==> config.mk <==
export PLATFORM = sky130hd
export DESIGN_NAME = fwd_unit
export DESIGN_NICKNAME = d
export VERILOG_FILES = /design/src/rtl/fwd_pkg.sv /design/src/rtl/fwd_match.sv /design/src/rtl/fwd_opmux.sv /design/src/rtl/fwd_unit.sv
export SDC_FILE = /design/constraint.sdc
export NUM_CORES = 1
export LEC_CHECK = 0
export BUFFER_PORTS_ARGS = -buffer_cell sky130_fd_sc_hd__buf_2
export CELL_PAD_IN_SITES_DETAIL_PLACEMENT = 0
export CELL_PAD_IN_SITES_GLOBAL_PLACEMENT = 1
export CORE_MARGIN = 5
export CORE_UTILIZATION = 32
export DETAILED_ROUTE_END_ITERATION = 10
export HOLD_SLACK_MARGIN = 0.15
export PLACE_DENSITY = 0.87
export SKIP_CTS_REPAIR_TIMING = 1
export SLEW_MARGIN = 10
export SYNTH_ARGS = -nofsm -noshare
export SYNTH_HDL_FRONTEND = slang
export SYNTH_SLANG_ARGS = --single-unit
==> constraint.sdc <==
create_clock -name clk -period 2.1 [get_ports clk]
set_input_delay 0.21 -clock clk [delete_from_list [all_inputs] [get_ports clk]]
set_output_delay 0.21 -clock clk [all_outputs]
set_load 0.005 [all_outputs]
==> src/rtl/fwd_pkg.sv <==
package fwd_pkg;

    typedef enum logic [1:0] {
        SRC_FILE = 2'b00,
        SRC_MWB  = 2'b01,
        SRC_XM   = 2'b10
    } src_sel_e;

endpackage

==> src/rtl/fwd_match.sv <==
module fwd_match
    import fwd_pkg::*;
#(
    parameter int REG_W = 5
) (
    input  logic [REG_W-1:0] src,
    input  logic [REG_W-1:0] xm_dst,
    input  logic             xm_wen,
    input  logic [REG_W-1:0] mw_dst,
    input  logic             mw_wen,
    output src_sel_e         sel
);
    localparam logic [REG_W-1:0] ZERO_REG = '0;

    logic xm_hit;
    logic mw_hit;

    always_comb begin
        xm_hit = xm_wen && (xm_dst != ZERO_REG) && (xm_dst == src);
        mw_hit = mw_wen && (mw_dst != ZERO_REG) && (mw_dst == src);
        if (xm_hit) begin
            sel = SRC_XM;
        end else if (mw_hit) begin
            sel = SRC_MWB;
        end else begin
            sel = SRC_FILE;
        end
    end

    always_comb begin
        AST_ZERO_SRC_LOCAL: assert (!(src == ZERO_REG && sel != SRC_FILE));
    end

endmodule

==> src/rtl/fwd_opmux.sv <==
module fwd_opmux
    import fwd_pkg::*;
#(
    parameter int XLEN = 32
) (
    input  src_sel_e        sel,
    input  logic [XLEN-1:0] file_val,
    input  logic [XLEN-1:0] xm_val,
    input  logic [XLEN-1:0] mw_val,
    output logic [XLEN-1:0] out_val
);
    always_comb begin
        unique case (sel)
            SRC_XM:  out_val = xm_val;
            SRC_MWB: out_val = mw_val;
            default: out_val = file_val;
        endcase
    end

endmodule

==> src/rtl/fwd_unit.sv <==
module fwd_unit
    import fwd_pkg::*;
#(
    parameter int XLEN    = 32,
    parameter int REG_W   = 5,
    parameter bit OUT_REG = 1'b1
) (
    input  logic             clk,
    input  logic             rst_n,
    input  logic [REG_W-1:0] dx_src_a,
    input  logic [REG_W-1:0] dx_src_b,
    input  logic [XLEN-1:0]  dx_val_a,
    input  logic [XLEN-1:0]  dx_val_b,
    input  logic [REG_W-1:0] xm_dst,
    input  logic             xm_wen,
    input  logic [XLEN-1:0]  xm_res,
    input  logic [REG_W-1:0] mw_dst,
    input  logic             mw_wen,
    input  logic [XLEN-1:0]  mw_res,
    output logic [1:0]       sel_a,
    output logic [1:0]       sel_b,
    output logic [XLEN-1:0]  opnd_a,
    output logic [XLEN-1:0]  opnd_b
);
    localparam int NUM_OPS = 2;

    logic [NUM_OPS-1:0][REG_W-1:0] src_v;
    logic [NUM_OPS-1:0][XLEN-1:0]  file_v;
    src_sel_e                      sel_v [NUM_OPS];
    logic [NUM_OPS-1:0][XLEN-1:0]  val_v;

    assign src_v[0]  = dx_src_a;
    assign src_v[1]  = dx_src_b;
    assign file_v[0] = dx_val_a;
    assign file_v[1] = dx_val_b;

    for (genvar i = 0; i < NUM_OPS; i++) begin : g_op
        fwd_match #(.REG_W(REG_W)) u_match (
            .src    (src_v[i]),
            .xm_dst (xm_dst),
            .xm_wen (xm_wen),
            .mw_dst (mw_dst),
            .mw_wen (mw_wen),
            .sel    (sel_v[i])
        );
        fwd_opmux #(.XLEN(XLEN)) u_mux (
            .sel      (sel_v[i]),
            .file_val (file_v[i]),
            .xm_val   (xm_res),
            .mw_val   (mw_res),
            .out_val  (val_v[i])
        );
    end

    if (OUT_REG) begin : g_reg
        logic [1:0]      sel_a_q, sel_b_q;
        logic [XLEN-1:0] opnd_a_q, opnd_b_q;

        always_ff @(posedge clk) begin
            if (!rst_n) begin
                sel_a_q  <= '0;
                sel_b_q  <= '0;
                opnd_a_q <= '0;
                opnd_b_q <= '0;
            end else begin
                sel_a_q  <= sel_v[0];
                sel_b_q  <= sel_v[1];
                opnd_a_q <= val_v[0];
                opnd_b_q <= val_v[1];
            end
        end

        assign sel_a  = sel_a_q;
        assign sel_b  = sel_b_q;
        assign opnd_a = opnd_a_q;
        assign opnd_b = opnd_b_q;

        AST_XM_FWD_A: assert property (@(posedge clk) disable iff (!rst_n)
            ($past(rst_n) && $past(xm_wen && xm_dst != '0 && xm_dst == dx_src_a))
            |-> (sel_a == 2'b10 && opnd_a == $past(xm_res)));
        AST_MWB_FWD_B: assert property (@(posedge clk) disable iff (!rst_n)
            ($past(rst_n) && $past(mw_wen && mw_dst != '0 && mw_dst == dx_src_b
                && !(xm_wen && xm_dst != '0 && xm_dst == dx_src_b)))
            |-> (sel_b == 2'b01 && opnd_b == $past(mw_res)));
        AST_NO_ZERO_FWD: assert property (@(posedge clk) disable iff (!rst_n)
            ($past(rst_n) && $past(dx_src_a == '0)) |-> (sel_a == 2'b00));
        AST_WEN_GATE: assert property (@(posedge clk) disable iff (!rst_n)
            ($past(rst_n) && $past(!xm_wen && !mw_wen))
            |-> (sel_a == 2'b00 && sel_b == 2'b00));
        AST_PASS_THRU: assert property (@(posedge clk) disable iff (!rst_n)
            ($past(rst_n) && sel_a == 2'b00) |-> (opnd_a == $past(dx_val_a)));
        AST_RESET_CLEAR: assert property (@(posedge clk)
            $past(!rst_n) |-> (sel_a == 2'b00 && sel_b == 2'b00 && opnd_a == '0));
    end else begin : g_comb
        assign sel_a  = sel_v[0];
        assign sel_b  = sel_v[1];
        assign opnd_a = val_v[0];
        assign opnd_b = val_v[1];
    end

endmodule

## After elaboration in Yosys (flattened, before gate mapping)

Cells that the tools add are included.
W data, S select, Z words.

| storage, ports and cells | value |
|---|---|
| logic and storage cells | 26 |
| output and inout port bits | 68 |
| input port bits | 152 |
| register bits | 68 |

| cells by class | value |
|---|---|
| eq/ne operators | 8 |
| reductions and logical operators | 8 |
| muxes and demuxes | 6 |

Operators by type and width:

| cell | count |
|---|---|
| $pmux W32 S2 | 2 |
| $eq A5 B5 Y1 | 4 |
| $reduce_bool A5 Y1 | 2 |
| $logic_and A1 B1 Y1 | 6 |
| $eq A2 B1 Y1 const B | 2 |
| $eq A2 B2 Y1 const B | 2 |
| $mux W2 | 2 |
| $mux W1 | 2 |

## Depth between registers and ports, before layout

| logic depth | value |
|---|---|
| depth in word-level cells | 7 |
| gate-level depth with buffers | 6 |
| gate-level depth less buffers | 4 |

## Modules after synthesis

From an unflattened synthesis, not the netlist that was laid out.

| second synthesis, totals | value |
|---|---|
| cell total of the unflattened synthesis | 411 |
| area total of the unflattened synthesis | 3458.3 um^2 |

By module, submodules not included:

| module | times used | area an instance (um^2) | cells an instance |
|---|---|---|---|
| fwd_unit | 1 | 1866.8 | 143 |
| fwd_opmux | 2 | 636.9 | 113 |
| fwd_match | 2 | 158.9 | 21 |

## Least setup slack after synthesis

No wires, ideal clock.

| path | value |
|---|---|
| kind | input -> register |
| start | input xm_dst[1] |
| end | register g_reg.opnd_a_q[19] (netlist: opnd_a[19]) |
| cell stages on the path | 6 |
| setup time | 147 ps |
| arrival | 1531 ps |
| buffers on the path | 2 |
| slack | 422 ps |
| path through | or4_4 -> o2111ai_4 -> or2_1 -> buf_6 -> buf_12 -> a311oi_2 |

| between the ends | value |
|---|---|
| cells in the longest elaborated chain, start to end | 6 |

RTL lines:

| what | RTL line | RTL |
|---|---|---|
| start: declaration | fwd_unit.sv:14 | `input logic [REG_W-1:0] xm_dst,` |
| $reduce_bool A5 Y1 | fwd_match.sv:19 | `xm_hit = xm_wen && (xm_dst != ZERO_REG) && (xm_dst == src);` |
| $logic_and A1 B1 Y1 | fwd_match.sv:19 |  |
| $logic_and A1 B1 Y1 (*) | fwd_match.sv:19 |  |
| $mux W2 (*) | fwd_match.sv:21 | `if (xm_hit) begin` |
| $eq A2 B1 Y1 or $eq A2 B2 Y1 (tied branches) | fwd_opmux.sv:13 | `unique case (sel)` |
| $pmux W32 S2 (*) | fwd_opmux.sv:13 |  |
| end signal: assignment | fwd_unit.sv:68 | `opnd_a_q <= val_v[0];` |
| end: declaration | fwd_unit.sv:57 | `logic [XLEN-1:0] opnd_a_q, opnd_b_q;` |

Mark *: on every way between the ends. The rest lies on a longest branch, timed or not.
A chain may end at the register's enable or synchronous reset.

## Worst setup path after layout

| path | value |
|---|---|
| start | input xm_dst[1] |
| end | register g_reg.opnd_b_q[18] (netlist: opnd_b[18]) |

| between the ends | value |
|---|---|
| cells in the longest elaborated chain, start to end | 6 |

RTL lines:

| what | RTL line | RTL |
|---|---|---|
| $reduce_bool A5 Y1 | fwd_match.sv:19 |  |
| $logic_and A1 B1 Y1 | fwd_match.sv:19 |  |
| $logic_and A1 B1 Y1 (*) | fwd_match.sv:19 |  |
| $mux W2 (*) | fwd_match.sv:21 |  |
| $eq A2 B1 Y1 or $eq A2 B2 Y1 (tied branches) | fwd_opmux.sv:13 |  |
| $pmux W32 S2 (*) | fwd_opmux.sv:13 |  |
| end signal: assignment | fwd_unit.sv:69 | `opnd_b_q <= val_v[1];` |
| end: declaration | fwd_unit.sv:57 |  |

Marked as above.

==> results.yml <==
timing:
  final_hold_viol_count: 0
  fmax_mhz: 638
  slew_headroom_pct: 62.8
  tns_ns: 0
  tightest_slew_ns: 0.557
  slew_viol_final: 0
  rsz0062_at_grt: "no"
  period_needed_ns: 1.57
  setup_viol: 0
  period_share_pct: 74.6
logic_synthesis:
  muxShareOfSynthArea_pct: 0
  synth-async-reset-ratio_pct: 0
  synth_fp_nets: 579
  netlist_instances: 427
  synth_cell_types: 27
  synth_top_area_cell: "dfxtp_1"
  synth_warnings: 0
  synth-xor-area-share_pct: 4.42
  syn_area_sq_mm: 0.00396
  postSynthRegisterBits: 68
  yosys.area_share.simple_pct: 21.5
  seq_area_frac_synth_pct: 34.4
  synth-edff-count: 0
  yosys.area_share.adder_pct: 0
  synth_compound_gate_area_share_pct: 30.1
  syn_area_per_cell_sq_um: 9.27
  synth_top_family_by_area: "compound AO/OA/AOI/OAI gates"
  synth.top_cell.area_share_pct: 34.4
  netlist_top_cells_area: "dfxtp_1, a311oi_2, nand4_1"
  ys.flop_type: "dfxtp_1"
global_routing:
  grt_pass1_vias: 4782
  antenna_found_initial: 1
  grt_pass1_wl_microns: 24900
  grt_usage_pct: 21.5
  grt_start_max_net_pins: 45
  grt-ovfl-total: 0
hold_path:
  hold_path.class: "in -> reg"
pwr:
  p_leak_nw: 2.12
  p_per_area_mw_per_mm2: 685
  ir_drop_mv: 0.321
  p_total_mw: 3.73
flow_run:
  drv_cap: 0
critical_path:
  cpMaxStageDelayCell: "or4_4"
  critPathBufInv: 2
  worstPathArrival_ns: 1.79
  endpoint_kind: "flip-flop"
  critical_path_class: "in -> reg"
  cp_top_family: "simple AND/OR/NAND/NOR gates"
  start_kind: "primary input"
  critPathMaxStageDelay_ns: 0.57
  required_ns: 2.32
  cp_max_fo: 18
  cp_cell_sequence: "buf_2 -> or4_4 -> o2111ai_4 -> buf_4 -> nor3_1 -> a311oi_1"
floorplanning:
  die_w_microns: 121
  die_area_sq_mm: 0.0147
  coreArea_sq_mm: 0.0121
  start_util_pct: 32.8
  io_pins: 220
  row_count: 40
  die_h_microns: 121
routing:
  wl_microns: 16300
  avgViaCountPerCell: 5.89
  first_pass_iters: 6
  drc: 0
  avgRoutedWirePerCell_microns: 20.6
  drtAntennaViolNets: 0
  dr_total_vias: 4667
  drt_iter0_markers: 596
finish:
  design_area_sq_mm: 0.00545
  layout-drive-gt1-share_pct: 48.1
  nNetsFinal: 771
  synthToLayoutAreaGrowth_pct: 37.6
  final_util_pct: 45.2
  antenna_cells: 0
run_status:
  status: "finished, final reports clean"
clocking:
  clockRootBuffer: "clkbuf_16"
  cts.sinks: 68
  clk_pin_slew_worst_paths_ns: 0.05
  cts_buffer_depth: 2
  htree_levels: 3
  cts-buffers-inserted: 9
  cts_tree: "built"
place:
  port_buffers: 219
  place.gp.congestion: 0.903
  dp_hpwl_microns: 12000
  place_area_sq_mm: 0.00515
[path summary, 6_finish.rpt]
path	slack, ns	endpoint	depth (start not counted)	from
min	0.18	opnd_b[12]	3	dx_val_b[12]
max	0.53	opnd_b[18]	6	xm_dst[1]
[cell type report]
class | count | area [sq um]
multi-input combinational | 299 | 2230
clock inverter | 1 | 30.0
timing repair buffer | 240 | 1340
fill | 1193 | 6610
tap | 168 | 210
sequential | 68 | 1360
clock buffer | 15 | 268
inverter | 1 | 3.75
[report_power, final]
| part | switching, mW | internal, mW | total [mW] | leakage [nW] |
|---|---|---|---|---|
| combinational | 0.487 | 0.325 | 0.811 | 1.41 |
| sequential | 0.0255 | 1.37 | 1.40 | 0.566 |
| clock | 0.535 | 0.987 | 1.52 | 0.144 |
[tightest hold or removal path, delay by kind of cell]
kind	cells	cell delay, ns
AOI/OAI and AO/OA	2	0.14
buffers and inverters	1	0.09
[kinds of logic after synthesis]
logic type / after synthesis
compound gates: 134
flops: 68
xor+xnor: 20
simple gates: 145
buf+inv: 60
[layer usage]
metal  track usage [%]  share of wire [%]
met5                 0              0.080
met4              10.6                2.8
met3              5.27                 11
met2              36.3                 49
met1              25.3                 37
[registers in the layout (all words and copies together) (netlist names)]
register	count
opnd_b	32
sel_b	2
opnd_a	32
sel_a	2
[synth_stat cells (3+ instances only)]
cell      number
a311oi_2      34
nor3_1        64
nand2_1        3
buf_2          7
clkbuf_1      35
buf_6         10
o21ai_0       62
buf_12         4
dfxtp_1       68
xor2_1         6
nand4_1       64
a311oi_1      30
xnor2_1       14
[stage by stage]
step	std cells	hold WS [ns]	worst slack, ns
2_1_floorplan	427	0.389	0.422
3_3_place_gp	776	0.511	0.228
3_5_place_dp	776	0.512	0.200
4_1_cts	792	0.164	0.544
5_1_grt	792	0.180	0.425
6_report	792	0.178	0.533
[cell usage in the layout (no fill, tap or decap), types with 2 or more instances in the layout]
master and count:
a311oi_1 30, or4_4 2, nor3_1 64, or2_2 2, xnor2_1 14, buf_4 14
nor2_1 2, clkbuf_16 9, buf_2 219, o2111ai_4 2, buf_12 7, o21ai_1 2
nand2_1 3, a311oi_2 34, clkbuf_8 2, nor3b_2 2, dfxtp_1 68, o211a_1 2
clkbuf_1 4, o211ai_2 2, or4b_1 2, nor3_4 2, xor2_1 6, nand4_1 64
o21ai_0 62
Note: power is estimated with default switching activity, not from simulation.
